**config.mk**
```make
export PLATFORM = sky130hd
export DESIGN_NAME = wdog_retrig_timer
export DESIGN_NICKNAME = d
export VERILOG_FILES = /design/src/rtl/wdog_pkg.sv /design/src/rtl/wdog_sync.sv /design/src/rtl/wdog_edge.sv /design/src/rtl/wdog_core.sv /design/src/rtl/wdog_retrig_timer.sv
export SDC_FILE = /design/constraint.sdc
export NUM_CORES = 1
export LEC_CHECK = 0
export BUFFER_PORTS_ARGS = -buffer_cell sky130_fd_sc_hd__clkbuf_2
export CORE_MARGIN = 3
export CORE_UTILIZATION = 59
export DETAILED_ROUTE_END_ITERATION = 7
export GPL_ROUTABILITY_DRIVEN = 0
export PLACE_DENSITY = 0.82
export SYNTH_ARGS = -nofsm -noshare
export SYNTH_HDL_FRONTEND = slang
export SYNTH_SLANG_ARGS = --single-unit
```
**constraint.sdc**
```tcl
create_clock -name clk -period 3.2 [get_ports clk]
set_clock_uncertainty 0.15 [all_clocks]
set_input_delay 0 -clock clk [delete_from_list [all_inputs] [get_ports clk]]
set_output_delay 0 -clock clk [all_outputs]
set_load 0.005 [all_outputs]
```
**src/rtl/wdog_pkg.sv**
```systemverilog
package wdog_pkg;
  typedef enum logic {
    SRC_SOFT = 1'b0,
    SRC_PIN  = 1'b1
  } kick_src_e;

  localparam int DEF_CNT_W     = 16;
  localparam int DEF_N_PINS    = 2;
  localparam int DEF_SYNC_STG  = 2;
  localparam int DEF_PULSE_LEN = 4;
endpackage

```
**src/rtl/wdog_sync.sv**
```systemverilog
module wdog_sync #(
  parameter int W      = 2,
  parameter int STAGES = 2
) (
  input  logic         clk,
  input  logic         rst_n,
  input  logic [W-1:0] raw_in,
  output logic [W-1:0] sync_out
);
  logic [W-1:0] stage_q [STAGES];

  always_ff @(posedge clk or negedge rst_n) begin
    if (!rst_n) stage_q[0] <= '0;
    else        stage_q[0] <= raw_in;
  end

  for (genvar s = 1; s < STAGES; s++) begin : g_stage
    always_ff @(posedge clk or negedge rst_n) begin
      if (!rst_n) stage_q[s] <= '0;
      else        stage_q[s] <= stage_q[s-1];
    end
  end

  assign sync_out = stage_q[STAGES-1];
endmodule

```
**src/rtl/wdog_edge.sv**
```systemverilog
module wdog_edge #(
  parameter int W     = 2,
  parameter int SEL_W = 1
) (
  input  logic             clk,
  input  logic             rst_n,
  input  logic [W-1:0]     lvl,
  input  logic [SEL_W-1:0] sel,
  output logic             rise_evt
);
  logic [W-1:0] prev_q;
  logic [W-1:0] rise_all;

  always_ff @(posedge clk or negedge rst_n) begin
    if (!rst_n) prev_q <= '0;
    else        prev_q <= lvl;
  end

  assign rise_all = lvl & ~prev_q;
  assign rise_evt = rise_all[sel];
endmodule

```
**src/rtl/wdog_core.sv**
```systemverilog
module wdog_core #(
  parameter int CNT_W     = 16,
  parameter int PULSE_LEN = 4
) (
  input  logic             clk,
  input  logic             rst_n,
  input  logic             enable,
  input  logic [CNT_W-1:0] reload_val,
  input  logic             kick,
  output logic             rst_req
);
  localparam int PC_W = $clog2(PULSE_LEN + 1);
  localparam logic [PC_W-1:0] PC_LAST = PC_W'(PULSE_LEN - 1);

  logic [CNT_W-1:0] cnt_q;
  logic [PC_W-1:0]  pcnt_q;
  logic             pulse_q;

  always_ff @(posedge clk or negedge rst_n) begin
    if (!rst_n) begin
      cnt_q   <= '0;
      pcnt_q  <= '0;
      pulse_q <= 1'b0;
    end else if (pulse_q) begin
      if (pcnt_q == '0) begin
        pulse_q <= 1'b0;
        cnt_q   <= reload_val;
      end else begin
        pcnt_q <= pcnt_q - 1'b1;
      end
    end else if (!enable || kick) begin
      cnt_q <= reload_val;
    end else if (cnt_q == '0) begin
      pulse_q <= 1'b1;
      pcnt_q  <= PC_LAST;
    end else begin
      cnt_q <= cnt_q - 1'b1;
    end
  end

  assign rst_req = pulse_q;
endmodule

```
**src/rtl/wdog_retrig_timer.sv**
```systemverilog
module wdog_retrig_timer
  import wdog_pkg::*;
#(
  parameter int CNT_W       = DEF_CNT_W,
  parameter int N_PINS      = DEF_N_PINS,
  parameter int SYNC_STAGES = DEF_SYNC_STG,
  parameter int PULSE_LEN   = DEF_PULSE_LEN,
  parameter int SEL_W       = (N_PINS > 1) ? $clog2(N_PINS) : 1
) (
  input  logic              clk,
  input  logic              rst_n,
  input  logic              enable,
  input  logic [CNT_W-1:0]  reload_val,
  input  logic              kick_src,
  input  logic [SEL_W-1:0]  pin_sel,
  input  logic              sw_kick,
  input  logic [N_PINS-1:0] ext_in,
  output logic              rst_req
);
  logic [N_PINS-1:0] ext_sync;
  logic              pin_evt;
  logic              kick;

  wdog_sync #(.W(N_PINS), .STAGES(SYNC_STAGES)) sync_i (
    .clk(clk), .rst_n(rst_n), .raw_in(ext_in), .sync_out(ext_sync)
  );

  wdog_edge #(.W(N_PINS), .SEL_W(SEL_W)) edge_i (
    .clk(clk), .rst_n(rst_n), .lvl(ext_sync), .sel(pin_sel), .rise_evt(pin_evt)
  );

  always_comb begin
    case (kick_src_e'(kick_src))
      SRC_PIN: kick = pin_evt;
      default: kick = sw_kick;
    endcase
  end

  wdog_core #(.CNT_W(CNT_W), .PULSE_LEN(PULSE_LEN)) core_i (
    .clk(clk), .rst_n(rst_n), .enable(enable), .reload_val(reload_val),
    .kick(kick), .rst_req(rst_req)
  );
endmodule

```
[After elaboration in Yosys (flattened, before gate mapping)]
Cells that the tools add are included.
Storage, ports and cells
  flip-flop bits (word level): 26
  bits of input ports: 24
  word-level logic and storage cells: 37
Cells by class
  $add $sub $neg: 2
  magnitude comparators: 1
  equal/unequal tests: 4
  mux-type cells: 15
  bitwise operators: 2
  reductions and logical operators: 7
Operator list (count)
  16-bit two-way mux: 4
  16-bit zero test: 1
  16-bit by 1-bit subtractor with 16-bit output, second input constant: 1
  3-bit two-way mux: 4
  1-bit two-way mux: 7
  2-bit inequality test, second input constant: 2
  3-bit zero test: 1
  3-bit by 1-bit inequality test with 1-bit output, second input constant: 1
  3-bit AND reduction: 1
  3-bit by 1-bit subtractor with 3-bit output, second input constant: 1
  2-bit bitwise AND: 1
  1-bit by 2-bit < comparator with 1-bit output, second input constant: 1
  2-bit by 1-bit inequality test with 1-bit output, second input constant: 1
  2-bit NOT: 1
  2-bit AND reduction: 1
  2-bit nonzero test: 1
  1-bit zero test: 1
  1-bit logical OR: 1

[Longest topological paths before layout]
Gate-level depths: netlist of the first run.
  depth after elaboration: 8
  depth in mapped cells: 9
  gate-level depth less buffers: 8

[Modules after synthesis]
Synthesis of the first run repeated with hierarchy kept, for this count alone.
Second synthesis, totals
  cells, all modules: 153
  area total of the unflattened synthesis: 1397.6 um^2
Modules (own cells, without submodules)
  wdog_core: times used 1, cells each 141, area an instance 1193.6 um^2, sequential area each 500.5 um^2
  wdog_sync: times used 1, cells each 6, area an instance 115.1 um^2, sequential area each 100.1 um^2
  wdog_edge: times used 1, cells each 5, area an instance 73.8 um^2, sequential area each 50.0 um^2
  wdog_retrig_timer: times used 1, cells each 1, area an instance 15.0 um^2, sequential area each 0.0 um^2

[Least setup slack after synthesis of the first run]
OpenSTA, ideal clock, no wires.
  path type: reg2reg
  start point: reg core_i.cnt_q[0]
  end point: reg core_i.cnt_q[4]
  library setup time: 0.127 ns
  arrival time: 1.891 ns
  slack: 1.032 ns
  stages on the path, launching flop included: 8
  path buffers: 0
  period minus slack after synthesis: 2.168 ns
  cells stage by stage: dfrtp_1 inv_1 ha_1 or3b_2 nor4_4 or4b_2 o22ai_1 o2bb2a_1
Between the ends
  word-level cells in the longest chain between the ends: 4
  elaborated cells on any way between the ends: 7
  those cells by class: add/sub: 1; eq/ne: 1; mux: 3; reduce/logical: 2
RTL lines
  start, declared: line wdog_core.sv:15  | logic [CNT_W-1:0] cnt_q;
  start signal, assigned: line wdog_core.sv:27  | cnt_q <= reload_val;
  start signal, assigned: line wdog_core.sv:32  | cnt_q <= reload_val;
  start signal, assigned: line wdog_core.sv:37  | cnt_q <= cnt_q - 1'b1;
  16-bit by 1-bit subtractor with 16-bit output: line wdog_core.sv:37
  16-bit two-way mux: line wdog_core.sv:33  | end else if (cnt_q == '0) begin
  16-bit two-way mux: line wdog_core.sv:31  | end else if (!enable || kick) begin
  16-bit two-way mux: line wdog_core.sv:24  | end else if (pulse_q) begin
Several ways; a longest one is shown, not always the timed one. The select of a mux whose other input is x is not followed.
A chain may end at the register's enable or synchronous reset.

[Final worst setup path of the first run]
  start point: reg core_i.cnt_q[0]
  end point: reg core_i.cnt_q[9]
The elaborated chain is that of the path after synthesis.

==> run summary, run 1 <==
run status -> completed
DRT iter0 DRCs -> 62
filler cell count -> 131
dominant cells by area after synthesis -> dfrtp_1 (44%), a21oi_1 (7.0%), o21ai_0 (3.7%)
leading area contributor after synthesis -> dfrtp_1
CTS buffer count -> 3
Worst setup EP type -> register
Detailed Routing Iterations Pass 1 -> 4
max_cap viols -> 0
vias -> 1444
Peak VDD IR -> 0.383 mV
startpoint types -> register
clk buf depth -> 2
clk sink count -> 26
clock power share -> 0.245
RSZ-0062 raised after global routing -> false
critical path type -> register to register
CTS root buf -> clkbuf_4
clock latency on the worst-skew pair -> 330 ps
setup_tns -> 0 ps
fin crit share -> 0.823
Int Power -> 495 µW
Avg Inst Size Synth -> 9.46 µm²
dominant synthesized flop cell -> dfrtp_1
Tot GR Track Use -> 0.249
leakage -> 0.798 nW
Combinational Power Share -> 0.196
first-pass GRT wire length -> 6.35 mm
Net Count, Synth -> 185
PortBufs -> 24
CP peak stage delay -> 500 ps
Gates resized, CTS repair -> 0
Synth cell types -> 51
Worst R2R Path Depth -> 9
Die Wd -> 56.3 µm
Sw Share -> 0.289
Area Growth Syn to Fin -> 25.5%
post-synth design cell area -> 0.00149 mm²
fin crit period -> 2630 ps
via-per-instance ratio -> 6.25
PwrDens -> 371 mW/mm²
post-synthesis async set-or-reset flop share -> 1.00
floorplan core area -> 0.00230 mm²
initial core utilization -> 0.650
hpwl dp -> 2.57 mm
sequential power share -> 0.559
CP max stage cell -> or3b_2
vias in the first global route -> 1430
Final Hold Vio Count -> 0
Worst-path clk slew -> 150 ps
crit path max fanout -> 8
largest net degree at the start of global routing -> 27
fin worst setup slack -> 568 ps
diode count -> 0
setup bufs post-CTS -> 0
Req. time, crit path -> 3270 ps
measured slew at the worst slew-check pin -> 812 ps
final wirelength -> 3.84 mm
max_slew headroom -> 0.459
min-delay worst type -> primary input to asynchronous set/reset pin
CTS tree -> yes
yosys warns -> 0
net switching power -> 202 µW
EDFF count, synth -> 0
initial antenna violation count -> 0
# setup viols final -> 0
Remaining DRCs -> 0
CP cell instances -> inv_1, ha_1, or3b_2, nor4_4, buf_4, a21oi_4, clkinv_2, o21bai_1, a21boi_1
Reg-to-Reg Start -> core_i.cnt_q[0]
antenna-violating nets left -> 0
die height -> 56.3 µm
Final Max Tran Viols -> 0
sequential-to-total area share from yosys stat -> 0.436
post-synthesis register bit count -> 26
H-tree Lvls -> 1
# IOs -> 25
final net count -> 231
layout cells sized above 1 -> 0.202
flop2flop setup slack -> 570 ps
CTS Hold Bufs -> 19
routed length per placed instance -> 16.6 µm
grt total ovfl -> 0
Yosys top cell area share -> 0.436
row count -> 17
Reg-to-Reg End -> core_i.cnt_q[9]
Die ar. -> 0.00317 mm²
dpl ws -> 682 ps
fmax -> 380 MHz
Mapped Cells -> 158
CP arrival -> 2700 ps
## synthesized netlist by cell type (all sizes together) (3+ instances only)
master / count
a31oi: 3
o22a: 3
dfrtp: 26
nor3: 8
a21oi: 22
nor4: 4
nand4: 3
clkbuf: 4
nand2b: 4
nor2: 11
nand2: 6
or4: 4
inv: 8
ha: 3
o22ai: 3
o21ai: 11
## through the flow
step	instance area (µm²)	utilization	instances	power, mW	hold slack [ps]
global placement	1650	0.718	208	0.503	-102
global route	1880	0.816	231	0.725	79.4
CTS	1880	0.816	231	0.693	76.3
finish	1880	0.816	231	0.696	57.9
floorplan	1490	-	158	0.464	-446
detailed placement	1650	0.718	208	0.509	-100
## final cells by class
class                           count  area (µm²)  area share
Clock buffer                        4        36.3      0.0193
Inverter                            9        35.0      0.0187
Multi-Input combinational cell    117         778       0.415
Sequential cell                    26         651       0.347
Tap cell                           28        35.0      0.0187
Timing Repair Buffer               47         340       0.181
## placed cells by master, fill, tap and decap left out, drive strengths merged, types with 2 or more instances in the layout
| cell type | n |
|---|---|
| a21boi | 2 |
| a21oi | 22 |
| a31oi | 3 |
| and3 | 2 |
| buf | 4 |
| clkbuf | 28 |
| dfrtp | 26 |
| dlygate4sd3 | 19 |
| ha | 3 |
| inv | 8 |
| nand2 | 6 |
| nand2b | 4 |
| nand3 | 2 |
| nand4 | 3 |
| nor2 | 11 |
| nor2b | 2 |
| nor3 | 8 |
| nor4 | 4 |
| o21ai | 11 |
| o22a | 3 |
| o22ai | 3 |
| o2bb2a | 2 |
| o31ai | 2 |
| or4 | 4 |
| or4b | 2 |
## worst max path at each step
stage                     from              end  depth (start not counted)
6_report       core_i.cnt_q[0]  core_i.cnt_q[9]                          9
5_1_grt        core_i.cnt_q[0]  core_i.cnt_q[9]                          9
4_1_cts        core_i.cnt_q[0]  core_i.cnt_q[9]                          9
3_5_place_dp   core_i.cnt_q[0]  core_i.cnt_q[9]                          9
3_3_place_gp   core_i.cnt_q[0]  core_i.cnt_q[9]                          9
2_1_floorplan  core_i.cnt_q[0]  core_i.cnt_q[4]                          7
## registers in the layout (all words and copies together), names as in the netlist
signal           cells
sync_i.stage_q       2
core_i.cnt_q        16
sync_i.sync_out      2
edge_i.prev_q        2
core_i.pcnt_q        3
core_i.rst_req       1
## power groups by stage
stage	registers, mW	clock network (mW)	logic (mW)
after CTS	0.387	0.172	0.134
after floorplan	0.384	0	0.0803
after global placement	0.391	0	0.111
final	0.390	0.170	0.137
after global routing	0.394	0.179	0.152
after detailed placement	0.393	0	0.116
## per-layer routing
| metal | global-route usage | part of all wire | up-vias |
|---|---|---|---|
| li1 | - | - | 687 |
| met1 | 0.325 | 0.39 | 672 |
| met2 | 0.407 | 0.52 | 74 |
| met3 | 0.0368 | 0.071 | 11 |
| met4 | 0.115 | 0.021 | 0 |
| met5 | 0 | 0 | - |
## critical path, delay by kind of cell, from the launching register on
family,cells,cell delay [ps]
AND/OR/NAND/NOR,2,880
buffers and inverters,3,470
flip-flops,1,460
adder cells (fa/ha/maj),1,250
AO/OA/AOI/OAI,3,320
## cells by family (layout without fill, tap and decap cells)
kind of cell,count (synthesis),after routing,share of synthesized area
AO/OA/AOI/OAI,58,58,0.251
multiplexers,1,1,0.00670
AND/OR/NAND/NOR,54,54,0.232
buffers and inverters,15,60,0.0435
flip-flops,26,26,0.436
adder cells (fa/ha/maj),3,3,0.0251
XOR/XNOR,1,1,0.00586
Power figures use the tool's default switching activity.
==> run 2: changes to the inputs <==
CORE_UTILIZATION = 55   (was 59)
PLACE_DENSITY = 0.77   (was 0.82)
clock period = 2.5 ns   (was 3.2 ns; I/O delays follow)
==> run summary, run 2 (synthesis results as in run 1) <==
run status -> completed
Die ar. -> 0.00338 mm² (+6.5%)
largest net degree at the start of global routing -> 27 (unchanged)
critical path type -> register to register
fin util -> 0.759 (-0.0570)
via-per-instance ratio -> 6.08 (-2.8%)
die height -> 58.1 µm (+3.2%)
max_slew headroom -> 0.562 (+0.103)
min-delay worst type -> primary input to asynchronous set/reset pin
PwrDens -> 468 mW/mm² (+26%)
Area Growth Syn to Fin -> 28.2%
clk buf depth -> 2 (unchanged)
layout cells sized above 1 -> 0.221 (+0.0192)
DRT iter0 DRCs -> 110 (+77%)
fmax -> 433 MHz (+14%)
largest registers -> core_i.cnt_q (16), core_i.pcnt_q (3)
initial core utilization -> 0.592 (-0.0581)
Die Wd -> 58.1 µm (+3.2%)
Multi-input gate area -> 778 µm² (unchanged)
clk sink count -> 26 (unchanged)
# IOs -> 25 (unchanged)
Final Hold Vio Count -> 0 (unchanged)
crit path max fanout -> 8 (unchanged)
Peak VDD IR -> 0.360 mV (-6.0%)
first-pass GRT wire length -> 6.29 mm (-0.88%)
filler cell count -> 188 (+44%)
Tot GR Track Use -> 0.238 (-0.0111)
floorplan core area -> 0.00252 mm² (+9.8%)
CP peak stage delay -> 600 ps (+100 ps)
Gates resized, CTS repair -> 0 (unchanged)
PortBufs -> 24 (unchanged)
fin crit share -> 0.924 (+0.102)
clock latency on the worst-skew pair -> 330 ps (about the same)
CP cell instances -> or4_4, nor4_4, buf_4, a21oi_4, clkinv_2, o21bai_1, a21boi_1
Power, Total -> 897 µW (+29%)
CTS buffer count -> 3 (unchanged)
initial antenna violation count -> 0 (unchanged)
startpoint types -> register
fin crit period -> 2310 ps (-321 ps)
max_cap viols -> 0 (unchanged)
diode count -> 0 (unchanged)
DR top layer -> met4
Remaining DRCs -> 0 (unchanged)
final net count -> 236 (+2.2%)
Largest Register -> core_i.cnt_q
Worst-path clk slew -> 150 ps (about the same)
Largest register FFs -> 16 (unchanged)
Detailed Routing Iterations Pass 1 -> 4 (unchanged)
CP bufs+invs -> 2 (-1)
most common cell after layout, fill and taps aside -> dfrtp_1
hpwl dp -> 2.67 mm (+4.0%)
setup_tns -> 0 ps (unchanged)
met2 routed WL -> 1.78 mm (-11%)
final wirelength -> 3.72 mm (-3.1%)
CP arrival -> 2390 ps (-310 ps)
vias in the first global route -> 1410 (-1.4%)
measured slew at the worst slew-check pin -> 658 ps (-154 ps)
CTS root buf -> clkbuf_4
# setup viols final -> 0 (unchanged)
RSZ-0062 raised after global routing -> false
Worst setup EP type -> register
Final Max Tran Viols -> 0 (unchanged)
Crit path max-delay family -> simple AND/OR/NAND/NOR gates
Req. time, crit path -> 2580 ps (-690 ps)
CTS tree -> yes
setup bufs post-CTS -> 0 (unchanged)
vias -> 1446 (+0.14%)
routed length per placed instance -> 15.6 µm (-6.0%)
CP max stage cell -> or4_4
Reg area -> 651 µm² (unchanged)
H-tree Lvls -> 1 (unchanged)
Min Hold Slack -> 58.5 ps (+0.589 ps)
commonest cells after routing, fill and taps aside -> dfrtp_1 (26), clkbuf_2 (24), a21oi_1 (21)
antenna-violating nets left -> 0 (unchanged)
row count -> 18 (+1)
grt total ovfl -> 0 (unchanged)
wire length on met1 -> 1.64 mm (+10%)
metal3 WL -> 270 µm (-0.74%)
leakage -> 0.824 nW (+3.3%)
run 2: cell types whose count changed in the layout (fill, tap and decap cells not counted), sizes merged:
cell,previous run,this run
buf,4,9
run 2: what timing repair did:
item / 4_1_cts / 5_1_grt
hold endpoints to repair: 44 / 0
setup endpoints to repair: 0 / 0
hold buffers: 19 / 0
run 2: worst paths after layout:
check	startpoint	end	slack [ps]	cells past startpoint
setup / recovery	core_i.cnt_q[7]	core_i.cnt_q[9]	190	7
hold / removal	rst_n	core_i.cnt_q[9]	60	2
setup reg to reg	core_i.cnt_q[7]	core_i.cnt_q[9]	190	7
hold reg to reg	sync_i.stage_q[3]	sync_i.sync_out[1]	220	0
max in group asynchronous	rst_n	edge_i.prev_q[1]	1720	2
min in group clk	ext_in[1]	sync_i.stage_q[3]	160	2
run 2: layout make-up:
cell class                      count  share of cell area
Inverter                            9              0.0183
Sequential cell                    26               0.340
Tap cell                           30              0.0196
Clock buffer                        4              0.0189
Timing Repair Buffer               52               0.197
Multi-Input combinational cell    117               0.406
run 2: report_power, final:
part	switching (mW)	internal [mW]	leakage (nW)
clock	0.130	0.0891	0.0210
sequential	0.0411	0.455	0.302
combinational	0.0876	0.0941	0.501
total	0.258	0.638	0.824
run 2: through the flow:
step,setup slack (ps),cell area (µm²),cells
floorplan,332,1490,158
global placement,260,1690,215
detailed placement,219,1690,215
CTS,187,1920,238
global route,75.3,1920,238
finish,189,1920,238
run 2: worst reg2reg max path: stages, from the launching register on:
cell and delay (ps):
dfrtp_1 490, or4_4 600, nor4_4 350, buf_4 220
a21oi_4 80, clkinv_2 130, o21bai_1 80, a21boi_1 120
run 2: layer usage:
| layer | track usage | vias up |
|---|---|---|
| li1 | - | 695 |
| met1 | 0.326 | 673 |
| met2 | 0.400 | 74 |
| met3 | 0.0267 | 4 |
| met4 | 0.0662 | 0 |
| met5 | 0 | - |
